<file path="config.mk">
export PLATFORM = sky130hd
export DESIGN_NAME = adc_poll_master
export DESIGN_NICKNAME = d
export VERILOG_FILES = /design/src/rtl/pr_pkg.sv /design/src/rtl/pr_tick_gen.sv /design/src/rtl/pr_rx_shift.sv /design/src/rtl/adc_poll_master.sv
export SDC_FILE = /design/constraint.sdc
export NUM_CORES = 1
export LEC_CHECK = 0
export BUFFER_PORTS_ARGS = -buffer_cell sky130_fd_sc_hd__buf_2
export CORE_MARGIN = 4
export CORE_UTILIZATION = 25
export DETAILED_ROUTE_END_ITERATION = 7
export PLACE_DENSITY_LB_ADDON = 0.3
export SYNTH_ARGS = -nofsm -noshare
export SYNTH_HDL_FRONTEND = slang
export SYNTH_HIERARCHICAL = 1
export SYNTH_SLANG_ARGS = --single-unit
</file>
<file path="constraint.sdc">
create_clock -name clk -period 2.67 [get_ports clk]
set_input_delay 0.1335 -clock clk [delete_from_list [all_inputs] [get_ports clk]]
set_output_delay 0.1335 -clock clk [all_outputs]
set_load 0.005 [all_outputs]
</file>
<file path="src/rtl/pr_pkg.sv">
`timescale 1ns/1ps
package pr_pkg;

  // Controller phases; a state change happens only on a divider tick,
  // except the forced return to idle when the enable drops.
  typedef enum logic [2:0] {
    ST_IDLE,
    ST_POLL,
    ST_GAP,
    ST_READ,
    ST_EXTRA,
    ST_DONE,
    ST_HALT
  } pr_state_e;

endpackage

</file>
<file path="src/rtl/pr_tick_gen.sv">
`timescale 1ns/1ps
module pr_tick_gen #(
  parameter int unsigned HALF_DIV = 4
) (
  input  logic clk,
  input  logic rst_n,
  output logic tick
);

  generate
    if (HALF_DIV <= 1) begin : g_every_cycle
      assign tick = 1'b1;
    end else begin : g_divide
      localparam int unsigned CW = $clog2(HALF_DIV);
      localparam logic [CW-1:0] CNT_LAST = CW'(HALF_DIV - 1);

      logic [CW-1:0] cnt_q, cnt_d;

      always_comb begin
        cnt_d = (cnt_q == CNT_LAST) ? '0 : cnt_q + 1'b1;
      end

      always_ff @(posedge clk or negedge rst_n) begin
        if (!rst_n) cnt_q <= '0;
        else        cnt_q <= cnt_d;
      end

      assign tick = (cnt_q == CNT_LAST);
    end
  endgenerate

endmodule

</file>
<file path="src/rtl/pr_rx_shift.sv">
`timescale 1ns/1ps
module pr_rx_shift #(
  parameter int unsigned W = 16
) (
  input  logic         clk,
  input  logic         rst_n,
  input  logic         clr,
  input  logic         smp_en,
  input  logic         smp_last,
  input  logic         din,
  output logic [W-1:0] word,
  output logic         word_vld
);

  logic [W-1:0] sh_q, sh_d;
  logic [W-1:0] out_q;
  logic         vld_q;
  logic         cap_en;

  assign cap_en = smp_en & smp_last;

  always_comb begin
    sh_d = sh_q;
    if (clr)         sh_d = '0;
    else if (smp_en) sh_d = {sh_q[W-2:0], din};
  end

  always_ff @(posedge clk or negedge rst_n) begin
    if (!rst_n) begin
      sh_q  <= '0;
      out_q <= '0;
      vld_q <= 1'b0;
    end else begin
      sh_q  <= sh_d;
      vld_q <= cap_en;
      if (cap_en) out_q <= {sh_q[W-2:0], din};
    end
  end

  assign word     = out_q;
  assign word_vld = vld_q;


  word_hold_chk: assert property (@(posedge clk) disable iff (!rst_n)
    !cap_en |=> $stable(word));

endmodule

</file>
<file path="src/rtl/adc_poll_master.sv">
`timescale 1ns/1ps
module adc_poll_master #(
  parameter int unsigned W        = 16,
  parameter int unsigned HALF_DIV = 4,
  parameter int unsigned POLL_GAP = 8,
  parameter int unsigned POLL_MAX = 64
) (
  input  logic         clk,
  input  logic         rst_n,
  input  logic         run_en,
  input  logic         restart_mode,
  input  logic         ser_din,
  output logic         sel_n,
  output logic         ser_clk,
  output logic [W-1:0] word_out,
  output logic         word_vld,
  output logic         busy,
  output logic         poll_timeout
);
  import pr_pkg::*;

  localparam int unsigned BCW = (W > 1)        ? $clog2(W)        : 1;
  localparam int unsigned PCW = (POLL_MAX > 1) ? $clog2(POLL_MAX) : 1;
  localparam int unsigned GCW = (POLL_GAP > 1) ? $clog2(POLL_GAP) : 1;
  localparam logic [BCW-1:0] BIT_LAST  = BCW'(W - 1);
  localparam logic [PCW-1:0] POLL_LAST = PCW'(POLL_MAX - 1);
  localparam logic [GCW-1:0] GAP_LAST  = GCW'(POLL_GAP - 1);

  // Reset: asserted asynchronously, released on a clock edge
  logic [1:0] rst_sync_q;
  logic       arst_n;

  always_ff @(posedge clk or negedge rst_n) begin
    if (!rst_n) rst_sync_q <= 2'b00;
    else        rst_sync_q <= {rst_sync_q[0], 1'b1};
  end
  assign arst_n = rst_sync_q[1];

  logic tick;

  pr_tick_gen #(.HALF_DIV(HALF_DIV)) u_tick (
    .clk  (clk),
    .rst_n(arst_n),
    .tick (tick)
  );

  pr_state_e      st_q, st_d;
  logic           sclk_q, sclk_d;
  logic [BCW-1:0] bit_q, bit_d;
  logic [PCW-1:0] poll_q, poll_d;
  logic [GCW-1:0] gap_q, gap_d;
  logic           err_q, err_d;
  logic           smp_en, smp_last, sh_clr;
  logic           upd_en;

  assign upd_en = tick | ~run_en;

  always_comb begin
    st_d     = st_q;
    sclk_d   = sclk_q;
    bit_d    = bit_q;
    poll_d   = poll_q;
    gap_d    = gap_q;
    err_d    = err_q;
    smp_en   = 1'b0;
    smp_last = 1'b0;
    sh_clr   = 1'b0;
    if (!run_en) begin
      st_d   = ST_IDLE;
      sclk_d = 1'b1;
      err_d  = 1'b0;
      poll_d = '0;
    end else if (tick) begin
      case (st_q)
        ST_IDLE: begin
          st_d   = ST_POLL;
          poll_d = '0;
        end
        ST_POLL: begin
          if (!ser_din) begin
            st_d   = ST_READ;
            bit_d  = '0;
            poll_d = '0;
            sh_clr = 1'b1;
          end else if (poll_q == POLL_LAST) begin
            st_d  = ST_HALT;
            err_d = 1'b1;
          end else begin
            st_d   = ST_GAP;
            gap_d  = '0;
            poll_d = poll_q + 1'b1;
          end
        end
        ST_GAP: begin
          if (gap_q == GAP_LAST) st_d = ST_POLL;
          else                   gap_d = gap_q + 1'b1;
        end
        ST_READ: begin
          if (sclk_q) begin
            sclk_d = 1'b0;
          end else begin
            sclk_d = 1'b1;
            smp_en = 1'b1;
            if (bit_q == BIT_LAST) begin
              smp_last = 1'b1;
              st_d     = restart_mode ? ST_EXTRA : ST_DONE;
            end else begin
              bit_d = bit_q + 1'b1;
            end
          end
        end
        ST_EXTRA: begin
          if (sclk_q) begin
            sclk_d = 1'b0;
          end else begin
            sclk_d = 1'b1;
            st_d   = ST_DONE;
          end
        end
        ST_DONE: begin
          st_d  = ST_GAP;
          gap_d = '0;
        end
        ST_HALT: st_d = ST_HALT;
        default: st_d = ST_IDLE;
      endcase
    end
  end

  always_ff @(posedge clk or negedge arst_n) begin
    if (!arst_n) begin
      st_q   <= ST_IDLE;
      sclk_q <= 1'b1;
      bit_q  <= '0;
      poll_q <= '0;
      gap_q  <= '0;
      err_q  <= 1'b0;
    end else if (upd_en) begin
      st_q   <= st_d;
      sclk_q <= sclk_d;
      bit_q  <= bit_d;
      poll_q <= poll_d;
      gap_q  <= gap_d;
      err_q  <= err_d;
    end
  end

  pr_rx_shift #(.W(W)) u_shift (
    .clk     (clk),
    .rst_n   (arst_n),
    .clr     (sh_clr),
    .smp_en  (smp_en),
    .smp_last(smp_last),
    .din     (ser_din),
    .word    (word_out),
    .word_vld(word_vld)
  );

  assign sel_n        = !(st_q inside {ST_POLL, ST_READ, ST_EXTRA, ST_DONE});
  assign busy         = st_q inside {ST_READ, ST_EXTRA, ST_DONE};
  assign ser_clk      = sclk_q;
  assign poll_timeout = err_q;


  poll_clk_high_chk: assert property (@(posedge clk) disable iff (!arst_n)
    (!sel_n && !busy) |-> ser_clk);


  vld_single_chk: assert property (@(posedge clk) disable iff (!arst_n)
    word_vld |=> !word_vld);


  sel_rise_clk_high_chk: assert property (@(posedge clk) disable iff (!arst_n)
    $rose(sel_n) |-> ser_clk);


  abort_release_chk: assert property (@(posedge clk) disable iff (!arst_n)
    !run_en |=> (sel_n && ser_clk && !busy));


  timeout_quiet_chk: assert property (@(posedge clk) disable iff (!arst_n)
    poll_timeout |-> (sel_n && !busy));

endmodule

</file>
* After elaboration in Yosys (flattened, before gate mapping)
Cells that the tools add are included.
** Operators by class
- Add/sub/neg operators :: 4
- Multiply operators :: 0
- Divide/modulo/power cells :: 0
- Magnitude comparators :: 0
- Equality and inequality tests :: 27
- Shift operators :: 0
- Multiplexer cells :: 47
- Bitwise gates (word level) :: 3
- Reductions and logical operators :: 14
** Operator list (number)
- 3-bit 2-to-1 mux :: 11
- 15-bit 2-to-1 mux :: 2
- 6-bit 2-to-1 mux :: 4
- 1-bit 2-to-1 mux :: 22
- 3-bit case mux with 7 select lines :: 1
- 2-bit inequality test (second input constant) :: 7
- 7-bit AND reduction :: 2
- 3-bit equality test (second input constant) :: 4
- 4-bit 2-to-1 mux :: 3
- 3-bit inequality test (second input constant) :: 4
- 6-bit case mux with 2 select lines :: 1
- 3-bit case mux with 3 select lines :: 1
- 2-bit by 1-bit inequality test with 1-bit output (second input constant) :: 4
- 4-bit case mux with 2 select lines :: 1
- 6-bit by 1-bit adder with 6-bit output (second input constant) :: 1
- 3-bit by 2-bit equality test with 1-bit output (second input constant) :: 2
- 6-bit equality test (second input constant) :: 1
- 6-bit AND reduction :: 1
- 3-bit nonzero test :: 2
- 5-bit AND reduction :: 1
- 4-bit by 1-bit adder with 4-bit output (second input constant) :: 1
- 4-bit equality test (second input constant) :: 1
- 4-bit inequality test (second input constant) :: 1
- 4-bit AND reduction :: 1
- 15 further kinds :: 16
** Storage, ports and cells
- Flip-flop bits (word level) :: 54
- Bits in latches :: 0
- RAM bits :: 0
- Memory bits (read-only) :: 0
- Input bits :: 5
- Output and inout bits :: 21
- Memories :: 0

* Longest topological paths before layout
Gate-level depths: netlist of run 1.
- Depth in word-level cells :: 7
- Mapped depth :: 7

* Modules after synthesis
The synthesis of run 1 kept the hierarchy.
** Modules (own cells, without submodules)
- pr_rx_shift :: instances 1, cells each 84, area each 1270.0 sq um, seq. area each 800.8 sq um
- adc_poll_master :: instances 1, cells each 134, area each 1249.9 sq um, seq. area each 501.7 sq um
- pr_tick_gen :: instances 1, cells each 4, area each 66.3 sq um, seq. area each 50.0 sq um

* Worst setup path after synthesis of run 1
OpenSTA, ideal clock, no wires.
- Path type :: register -> register
- Start :: register st_q[2]
- End :: register u_shift.out_q[10], in the netlist u_shift/word[10]
- Setup time :: 0.125 ns
- Data arrival time :: 1.756 ns
- Slack :: 0.789 ns
- Stages on the path, launching flop included :: 7
- Path buffers :: 2
- Clock period less this slack :: 1.881 ns
- Cell sequence :: dfrtp_1 > buf_6 > nand3b_4 > nor4_1 > nand2_4 > buf_6 > mux2_4
** Between the ends
- Longest elaborated chain between the ends :: 5
- Elaborated cells between the ends (all ways) :: 8
- Classes of those cells :: 1 x eq/ne; 6 x mux; 1 x bitwise
** Ends and longest elaborated chain
- start: declaration :: line adc_poll_master.sv:47 : pr_state_e st_q, st_d;
- start signal: assignment :: line adc_poll_master.sv:139 : st_q <= st_d;
- 3-bit by 2-bit equality test with 1-bit output :: line adc_poll_master.sv:74 : case (st_q)
- 1-bit 2-to-1 mux :: line adc_poll_master.sv:74
- 1-bit 2-to-1 mux :: line adc_poll_master.sv:73 : end else if (tick) begin
- 1-bit 2-to-1 mux :: line adc_poll_master.sv:68 : if (!run_en) begin
- via smp_last :: line adc_poll_master.sv:53 : logic smp_en, smp_last, sh_clr;
- 1-bit bitwise AND :: line pr_rx_shift.sv:20 : assign cap_en = smp_en & smp_last;
- end signal: assignment :: line pr_rx_shift.sv:36 : if (cap_en) out_q <= {sh_q[W-2:0], din};
- end: declaration :: line pr_rx_shift.sv:16 : logic [W-1:0] out_q;
The timed path passes the listed nets, and every way through them passes these cells.
A chain may end at the register's enable or synchronous reset.

* Worst setup path after layout of run 1
- Start :: register u_tick.g_divide.cnt_q[0]
- End :: register u_shift.out_q[6], in the netlist u_shift/word[6]
** Between the ends
- Longest elaborated chain between the ends :: 4
- Elaborated cells between the ends (all ways) :: 6
- Classes of those cells :: 1 x eq/ne; 4 x mux; 1 x bitwise
** Ends and longest elaborated chain
- start: declaration :: line pr_tick_gen.sv:17 : logic [CW-1:0] cnt_q, cnt_d;
- start signal: assignment :: line pr_tick_gen.sv:25 : else cnt_q <= cnt_d;
- 2-bit equality test :: line pr_tick_gen.sv:28 : assign tick = (cnt_q == CNT_LAST);
- via tick :: line adc_poll_master.sv:39 : logic tick;
- 1-bit 2-to-1 mux :: line adc_poll_master.sv:73
- 1-bit 2-to-1 mux :: line adc_poll_master.sv:68
- via smp_last :: line adc_poll_master.sv:53
- 1-bit bitwise AND :: line pr_rx_shift.sv:20
The timed path passes the listed nets, and every way through them passes these cells.

==> results of run 1 <==
## power by group
part | switching [mW] | internal, mW | total, mW
clock network | 0.286 | 0.286 | 0.573
logic | 0.0327 | 0.0151 | 0.0478
registers | 0.00556 | 0.820 | 0.826
## synthesized netlist by cell type, drive strengths merged (3+ instances only)
library cell / instances / area, um^2
o22ai: 3 / 18.8
nand2: 14 / 60.1
a21oi: 4 / 20.0
ha: 5 / 62.6
clkbuf: 3 / 11.3
mux2i: 17 / 170
dfrtp: 53 / 1330
a21o: 3 / 22.5
inv: 7 / 26.3
nand3: 7 / 35.0
nor4: 3 / 18.8
o21ai: 10 / 50.1
a31oi: 5 / 31.3
mux2: 20 / 259
nor2: 22 / 82.6
buf: 7 / 61.3
nor3: 3 / 15.0
and3: 6 / 37.5
## worst max-delay path by stage
stage / start / end / slack (ns)
2_1_floorplan: st_q[2]$_DFFE_PN0P_ / u_shift/word[10]$_DFFE_PN0P_ / 0.79
3_3_place_gp: u_tick/g_divide.cnt_q[0]$_DFF_PN0_ / u_shift/word[10]$_DFFE_PN0P_ / 0.68
3_5_place_dp: u_tick/g_divide.cnt_q[0]$_DFF_PN0_ / u_shift/word[6]$_DFFE_PN0P_ / 0.61
4_1_cts: u_tick/g_divide.cnt_q[0]$_DFF_PN0_ / u_shift/word[6]$_DFFE_PN0P_ / 0.59
5_1_grt: u_tick/g_divide.cnt_q[0]$_DFF_PN0_ / u_shift/word[6]$_DFFE_PN0P_ / 0.46
6_report: u_tick/g_divide.cnt_q[0]$_DFF_PN0_ / u_shift/word[6]$_DFFE_PN0P_ / 0.59
## repair_timing
action	in CTS	in global routing
resized for setup	0	0
hold buffers	1	0
endpoints found under the hold margin	2	0
## routing by layer
layer  vias to the layer above  GRT usage  share of wire
met3                         6     0.0188          0.030
met1                       854      0.121           0.47
met2                        20      0.133           0.48
met5                         -          0              0
li1                        854          -              -
met4                         0     0.0374          0.019
## state kept, by name, summed over array words and instances (netlist names)
name and cells:
u_shift/word 16, u_shift/sh_q 15, poll_q 6, bit_q 4, gap_q 3, st_q 3, rst_sync_q 2, u_tick/g_divide.cnt_q 2
poll_timeout 1, ser_clk 1, u_shift/word_vld 1
## layout make-up
class | instances | area [um^2] | area share
clock buffer | 5 | 68.8 | 0.0230
clock inverter | 3 | 47.5 | 0.0159
inverter | 7 | 26.3 | 0.00876
multi-input combinational | 151 | 1140 | 0.380
sequential | 54 | 1350 | 0.452
tap | 133 | 166 | 0.0555
timing repair buffer | 34 | 195 | 0.0651
## through the flow
stage               area (um^2)  power, mW  hold slack [ns]
global placement           2870      0.890          -0.0797
global route               3000       1.52            0.112
floorplan                  2590      0.869           -0.162
detailed placement         2870      0.890          -0.0748
CTS                        3000       1.48            0.105
finish                     3000       1.45            0.119
## logic make-up after synthesis
logic type / count (synthesis)
flops: 54
compound gates: 39
mux: 37
simple gates: 68
other cells: 1
fa+ha+maj: 5
xor+xnor: 1
buf+inv: 17
## critical path, cell delays in order, from the launching register on
cell and delay (ns):
dfrtp_1 0.36, ha_1 0.33, nand2_1 0.18, nor4_1 0.45
nand2_4 0.28, mux2_4 0.37
==> results by stage, run 1 <==
Run status:
- The run finished with clean final reports.

Synth:
- Of the synthesized area, sequential elements account for 0.523.
- The number of distinct library cell variants in the gate-level netlist after synthesis is 45.
- The complex-gate fraction of the synthesized area came to 0.102.
- The number of cells produced by synthesis is around 220.
- The total of warnings raised by yosys is 6.
- Of the total synthesized cell area, the portion taken by AND, OR, NAND and NOR gates is 0.142.
- The average footprint of a synthesized cell is ~12 um^2.
- The combinational family with the most area after synthesis is multiplexers.
- Of the total synthesized cell area, the portion taken by full adders, half adders and majority gates is 0.0242.
- The dominant synthesized flop cell is dfrtp_1.
- The total nets after synthesis is between 200 and 250.
- The post-synthesis share of cell area spent on xor and xnor gates is 0.00339.
- Measured against the total synthesized area, the mux share comes to 0.166.
- Counting flops with a built-in enable in the synthesized netlist gives 0.
- The share of synthesized flip-flops with an asynchronous set or reset is 1.00.
- The synthesized design contains 54 register bits.
- In this run the cell area of the synthesized design comes to 2590 um^2.

Global routing:
- The via count of the first global-routing pass is 1,646.
- For this run, the total global-route usage over all layers was measured as 0.0878.
- Entering global routing, the biggest net connects 26 pins.
- The global-route wire length before repair is 8280 um.
- The overflow left after global routing is 0.
- The initial antenna violation count is 0.

STA:
- The total setup violations reported at the end of the flow is 0.
- The final cycle utilization of the critical path is 0.778.
- The fmax is between 400 and 500 MHz.
- The worst path in the final design needs a cycle of 2.08 ns, including I/O delays and setup.
- The summed negative setup slack over all endpoints is 0 ns.
- Setup slack on the critical path of the routed design comes to 0.593 ns.
- The final-report max-slew violation count is 0.
- Setup repair after global routing left no endpoint under its margin.
- The number of hold violations in the final report is 0.
- For the final database, setup skew stands at between 0.007 and 0.008 ns.

Worst setup path:
- The startpoint kind of the worst setup timing path is a register.
- The worst flop-to-flop path startpoint is u_tick/g_divide.cnt_q[0]$_DFF_PN0_.
- The required time reported for the critical path endpoint is 2.87 ns.
- The internal reg-to-reg setup slack is 0.59 ns.
- The capture point of the worst reg-to-reg path is u_shift/word[6]$_DFFE_PN0P_.
- Measured in cells, the most critical reg-to-reg path has a length of 5.
- The type of the worst setup path is register to register.
- The arrival time reported for the critical path endpoint is roughly 2.3 ns.
- The element type at the critical path end is a register.
- In this run the worst path has a maximum fanout of 17.

Floorplanning:
- The number of standard-cell rows in the floorplan is 36.
- The starting utilization of the core area is 0.261.
- 26 I/O pins were placed.
- The core region area is between 9000 and 10,000 um^2.
- Measured along the y axis, the die boundary spans 110 um.
- The die covers 12,000 um^2.
- The floorplan step set the die width to 110 um.

Place:
- The wire-length estimate of the detail-placed layout is between 3000 and 4000 um.
- The worst slack at placement is 0.614 ns.
- Counting tap cells, the placed design contains a total of 378 instances.
- Routability-driven placement finished with a final weighted congestion of 0.763.
- The number of port buffers is 25.

Finish:
- The library cell used most frequently in the layout, excluding fill and tap cells, is dfrtp_1.
- In the final layout, the share of cells above drive strength 1 is 0.272.
- In the layout the commonest cells are dfrtp_1, buf_2, nor2_1, mux2i_1, nand2_1.
- The number of fill cells in the layout is 1,034.
- The area growth from synthesis to final layout is 15.9%.
- The count of antenna diodes in the layout is 0.
- Leaving out filler cells and counting taps, the final layout contains a little under 400.
- After the last flow step, the layout net total stands at 263.
- The core utilization of the finished layout is 0.303.

Clock network:
- The H-tree level count is 2.
- Clock-pin slew was measured on the worst setup and hold paths at approximately 0.10 ns.
- CTS saw 54 sinks.
- For the worst-skew pair, the clock arrives at the later sink with an insertion delay of 0.31 ns.
- The number of buffers on the longest clock path is 2.
- The root buffer selected by CTS is clkbuf_8.
- In this run the post-CTS setup repair buffer count came out at 0.
- The total CTS buffers is 5.
- TritonCTS built the clock tree.

Drt:
- The count of unresolved DRC violations after routing is 0.
- In the routed layout, each cell is associated on average with a via count of roughly 4.5.
- The number of nets still failing antenna checks after routing is 0.
- The iteration count of the initial detailed-routing pass is 4.
- In the final routed layout, each cell accounts on average for approximately 13 um.
- The final layout contains routed wiring with a total length of 4940 um.
- The routed layout has roughly 1,700 vias.
- The number of DRC violations after detailed-routing iteration 0 is 75.

Power and ir drop:
- The peak supply drop is 0.196 mV.
- For this design the static power due to leakage is 1.50 nW.
- For this design the ratio of total power to cell area is 482 nW/um^2.

Hold path:
- The class of the tightest hold or removal check is primary input to async pin.

Run:
- The number of maximum-capacitance violations is 0.
Note: power is estimated with default switching activity, not from simulation.
==> run 2: changes to the inputs <==
- clock period: 2.67 -> 1.8 ns (I/O delays scaled with it)
==> run 2 against run 1 <==
Via count up 2.5%; clock-buffer cell count is the same; largest power group unchanged; critical path type unchanged; core utilization increased by 1.2 points; critical endpoint is now gap_q[1]$_DFFE_PN0P_; cell area grew 4.1%; sequential cell count stayed put; sequential power up 48%; die area unchanged; first-iteration DRC count rose by 19%; clock power rose by 27%; sequential share of layout area fell by 1.7 points.
==> results by stage, run 2 (synthesized netlist as in run 1, its figures left out) <==
Run status:
- The flow ran to the end, and the final reports show no timing, DRC or antenna violations.

Power and ir drop:
- VDD sags by at most 0.343 mV.
- For this design the ratio of total power to cell area is 651 nW/um^2.
- For this design the static power due to leakage is roughly 1.6 nW.

Floorplanning:
- The floorplan step set the die width to about 110 um.
- The core region area is roughly 10000 um^2.
- 26 I/O pins were placed.
- The die is 110 um tall.
- The area enclosed by the die boundary is 12,000 um^2.
- The floorplan has 36 rows.
- The starting utilization of the core area is 0.261.

STA:
- The fmax is 579 MHz.
- Setup repair after global routing left no endpoint under its margin.
- The total setup violations reported at the end of the flow is 0.
- The worst path setup slack after routing is 0.0714 ns.
- The clock period could shrink to 1.73 ns.
- The worst clock skew is 0.00793 ns.
- The final-report max-slew violation count is 0.
- The summed negative setup slack over all endpoints is 0 ns.
- The number of hold violations in the final report is 0.
- The final cycle utilization of the critical path is 0.960.

Drt:
- The number of DRC violations after detailed-routing iteration 0 is 89.
- Across all layers, the routed design uses 1,778 vias.
- The routed design has 5180 um of wire.
- The count of unresolved DRC violations after routing is 0.
- In this run the remaining antenna-violating nets after routing total 0.
- The vias per cell is between 4 and 5.
- The iteration count of the initial detailed-routing pass is 4.
- After detailed routing, the average wire length per cell comes to 13.0 um.

Clock network:
- Clock tree synthesis found a total of 54 sinks.
- The tree is rooted in a clkbuf_8.
- TritonCTS created 5 clock buffers.
- The later pin in the worst-skew pair is clocked with a latency of 0.31 ns.
- The clock passes through at most 2 buffers.
- After clock tree synthesis, the clock-pin slew on the worst setup and hold paths is ~0.11 ns.
- The clock tree from TritonCTS is built.
- The H-tree was split into 2 levels.

Worst setup path:
- The start point of the critical path is gap_q[0]$_DFFE_PN0P_.
- The arrival time reported for the critical path endpoint is 1.93 ns.
- The count of cell instances traversed by the critical path is 7.
- STA classifies the critical path startpoint as a register.
- The element type at the critical path end is a register.
- The type of the worst setup path is register to register.
- For the worst setup path, the data required time is 2.01 ns.
- Together, buffers and inverters on the worst path number 2.
- For flop-to-flop paths, the worst setup slack is between 0.07 and 0.08 ns.
- The worst register-to-register path begins at gap_q[0]$_DFFE_PN0P_.
- The timing endpoint of the critical path is gap_q[1]$_DFFE_PN0P_.
- The top cell family by delay on the critical path is flip-flops.
- The slowest library cell on the worst path is dfrtp_1.
- The capture point of the worst reg-to-reg path is gap_q[1]$_DFFE_PN0P_.
- The stage delay of the slowest cell on the critical path is ~0.40 ns.
- Along the worst path, the maximum fanout reaches 3.
- Walking the worst path, the cells encountered are ha_1 > ha_1 > inv_2 > nand3_2 > a211oi_2 > buf_4 > mux2_2.
- Counting stages on the worst path, the most repeated cell is ha_1.
- The depth of the worst register-to-register path is 7.

Finish:
- The filler cells instantiated in the layout total between 1,000 and 1,500.
- Across the whole layout, storage elements account for 1360 um^2.
- The share of post-route cells with drive strength above 1 is 0.322.
- The count of antenna diodes in the layout is 0.
- The number of flip-flops under the largest register name is 16.
- The final net count is 273.
- The total area of multi-input combinational cells is 1170 um^2.
- Leaving out fill and tap cells, the most frequent cells in the layout are dfrtp_1, buf_2, nor2_1, mux2i_1, buf_4.
- The commonest non-fill, non-tap cell in the layout is dfrtp_1.
- Relative to the synthesized area, the layout overhead comes to 20.7%.

Global routing:
- The pin count of the biggest net entering global routing is 53.
- The via count of the first global-routing pass was 1,894.
- The total overflow left after global routing is 0.
- The initial antenna violation count is 0.
- The first global-routing pass estimated 9030 um of wire.
- For this run, the total global-route usage over all layers was measured as 0.0941.

Hold path:
- In this run the worst hold path is classified as primary input to async pin.

Place:
- The final estimated routing congestion in global placement is 0.764.
- Before CTS, the worst setup slack after placement is -0.00831 ns.
- The number of port buffers is 25.
- The post-detailed-placement half-perimeter wirelength is ~3600 um.

Run:
- The number of maximum-capacitance violations is 0.
run 2: where the power goes:
group          switching, mW  internal (mW)
Combinational         0.0540         0.0295
Sequential           0.00347           1.22
Clock                  0.435          0.292
Total                  0.492           1.54
run 2: worst min path at each step:
stage,start,end
after floorplan,rst_n,rst_sync_q[0]$_DFF_PN0_
after detailed placement,rst_n,rst_sync_q[0]$_DFF_PN0_
after CTS,rst_n,rst_sync_q[1]$_DFF_PN0_
final,rst_n,rst_sync_q[1]$_DFF_PN0_
after global routing,rst_n,rst_sync_q[1]$_DFF_PN0_
after global placement,rst_n,rst_sync_q[0]$_DFF_PN0_
run 2: area by class of cell:
type / instances / area share
flip-flops and latches: 54 / 0.434
clock buffers: 5 / 0.0221
well taps: 133 / 0.0533
multi-input cells: 151 / 0.374
inverters: 7 / 0.00842
repair buffers: 44 / 0.0986
clock inverters: 3 / 0.00922
run 2: layer usage:
metal / track usage / up-vias / routed length, um
met5: 0 / - / 0
met4: 0.0401 / 0 / 104
met3: 0.0159 / 7 / 149
met2: 0.157 / 20 / 2570
met1: 0.120 / 876 / 2350
li1: - / 875 / -
run 2: what timing repair did:
item,CTS,global route
setup buffers,1,4
gates resized for setup,1,4
hold buffers,1,0
gates cloned,0,0
hold endpoints to repair,2,0
pin swaps,1,1
setup endpoints to repair,3,21
run 2: per-stage QoR:
| stage | area [um^2] | util | std cells | hold slack [ns] | power (mW) |
|---|---|---|---|---|---|
| floorplan | 2600 | - | 222 | -0.206 | 1.29 |
| global placement | 2950 | 0.297 | 383 | -0.122 | 1.33 |
| detailed placement | 2950 | 0.297 | 383 | -0.121 | 1.33 |
| CTS | 3070 | 0.310 | 393 | 0.0640 | 2.09 |
| global route | 3120 | 0.315 | 397 | 0.0932 | 2.13 |
| finish | 3120 | 0.315 | 397 | 0.0824 | 2.03 |
run 2: worst register-to-register path, stage by stage, from the launching register on:
cell	delay, ns
dfrtp_1	0.40
ha_1	0.21
ha_1	0.19
inv_2	0.06
nand3_2	0.07
a211oi_2	0.21
buf_4	0.16
mux2_2	0.33
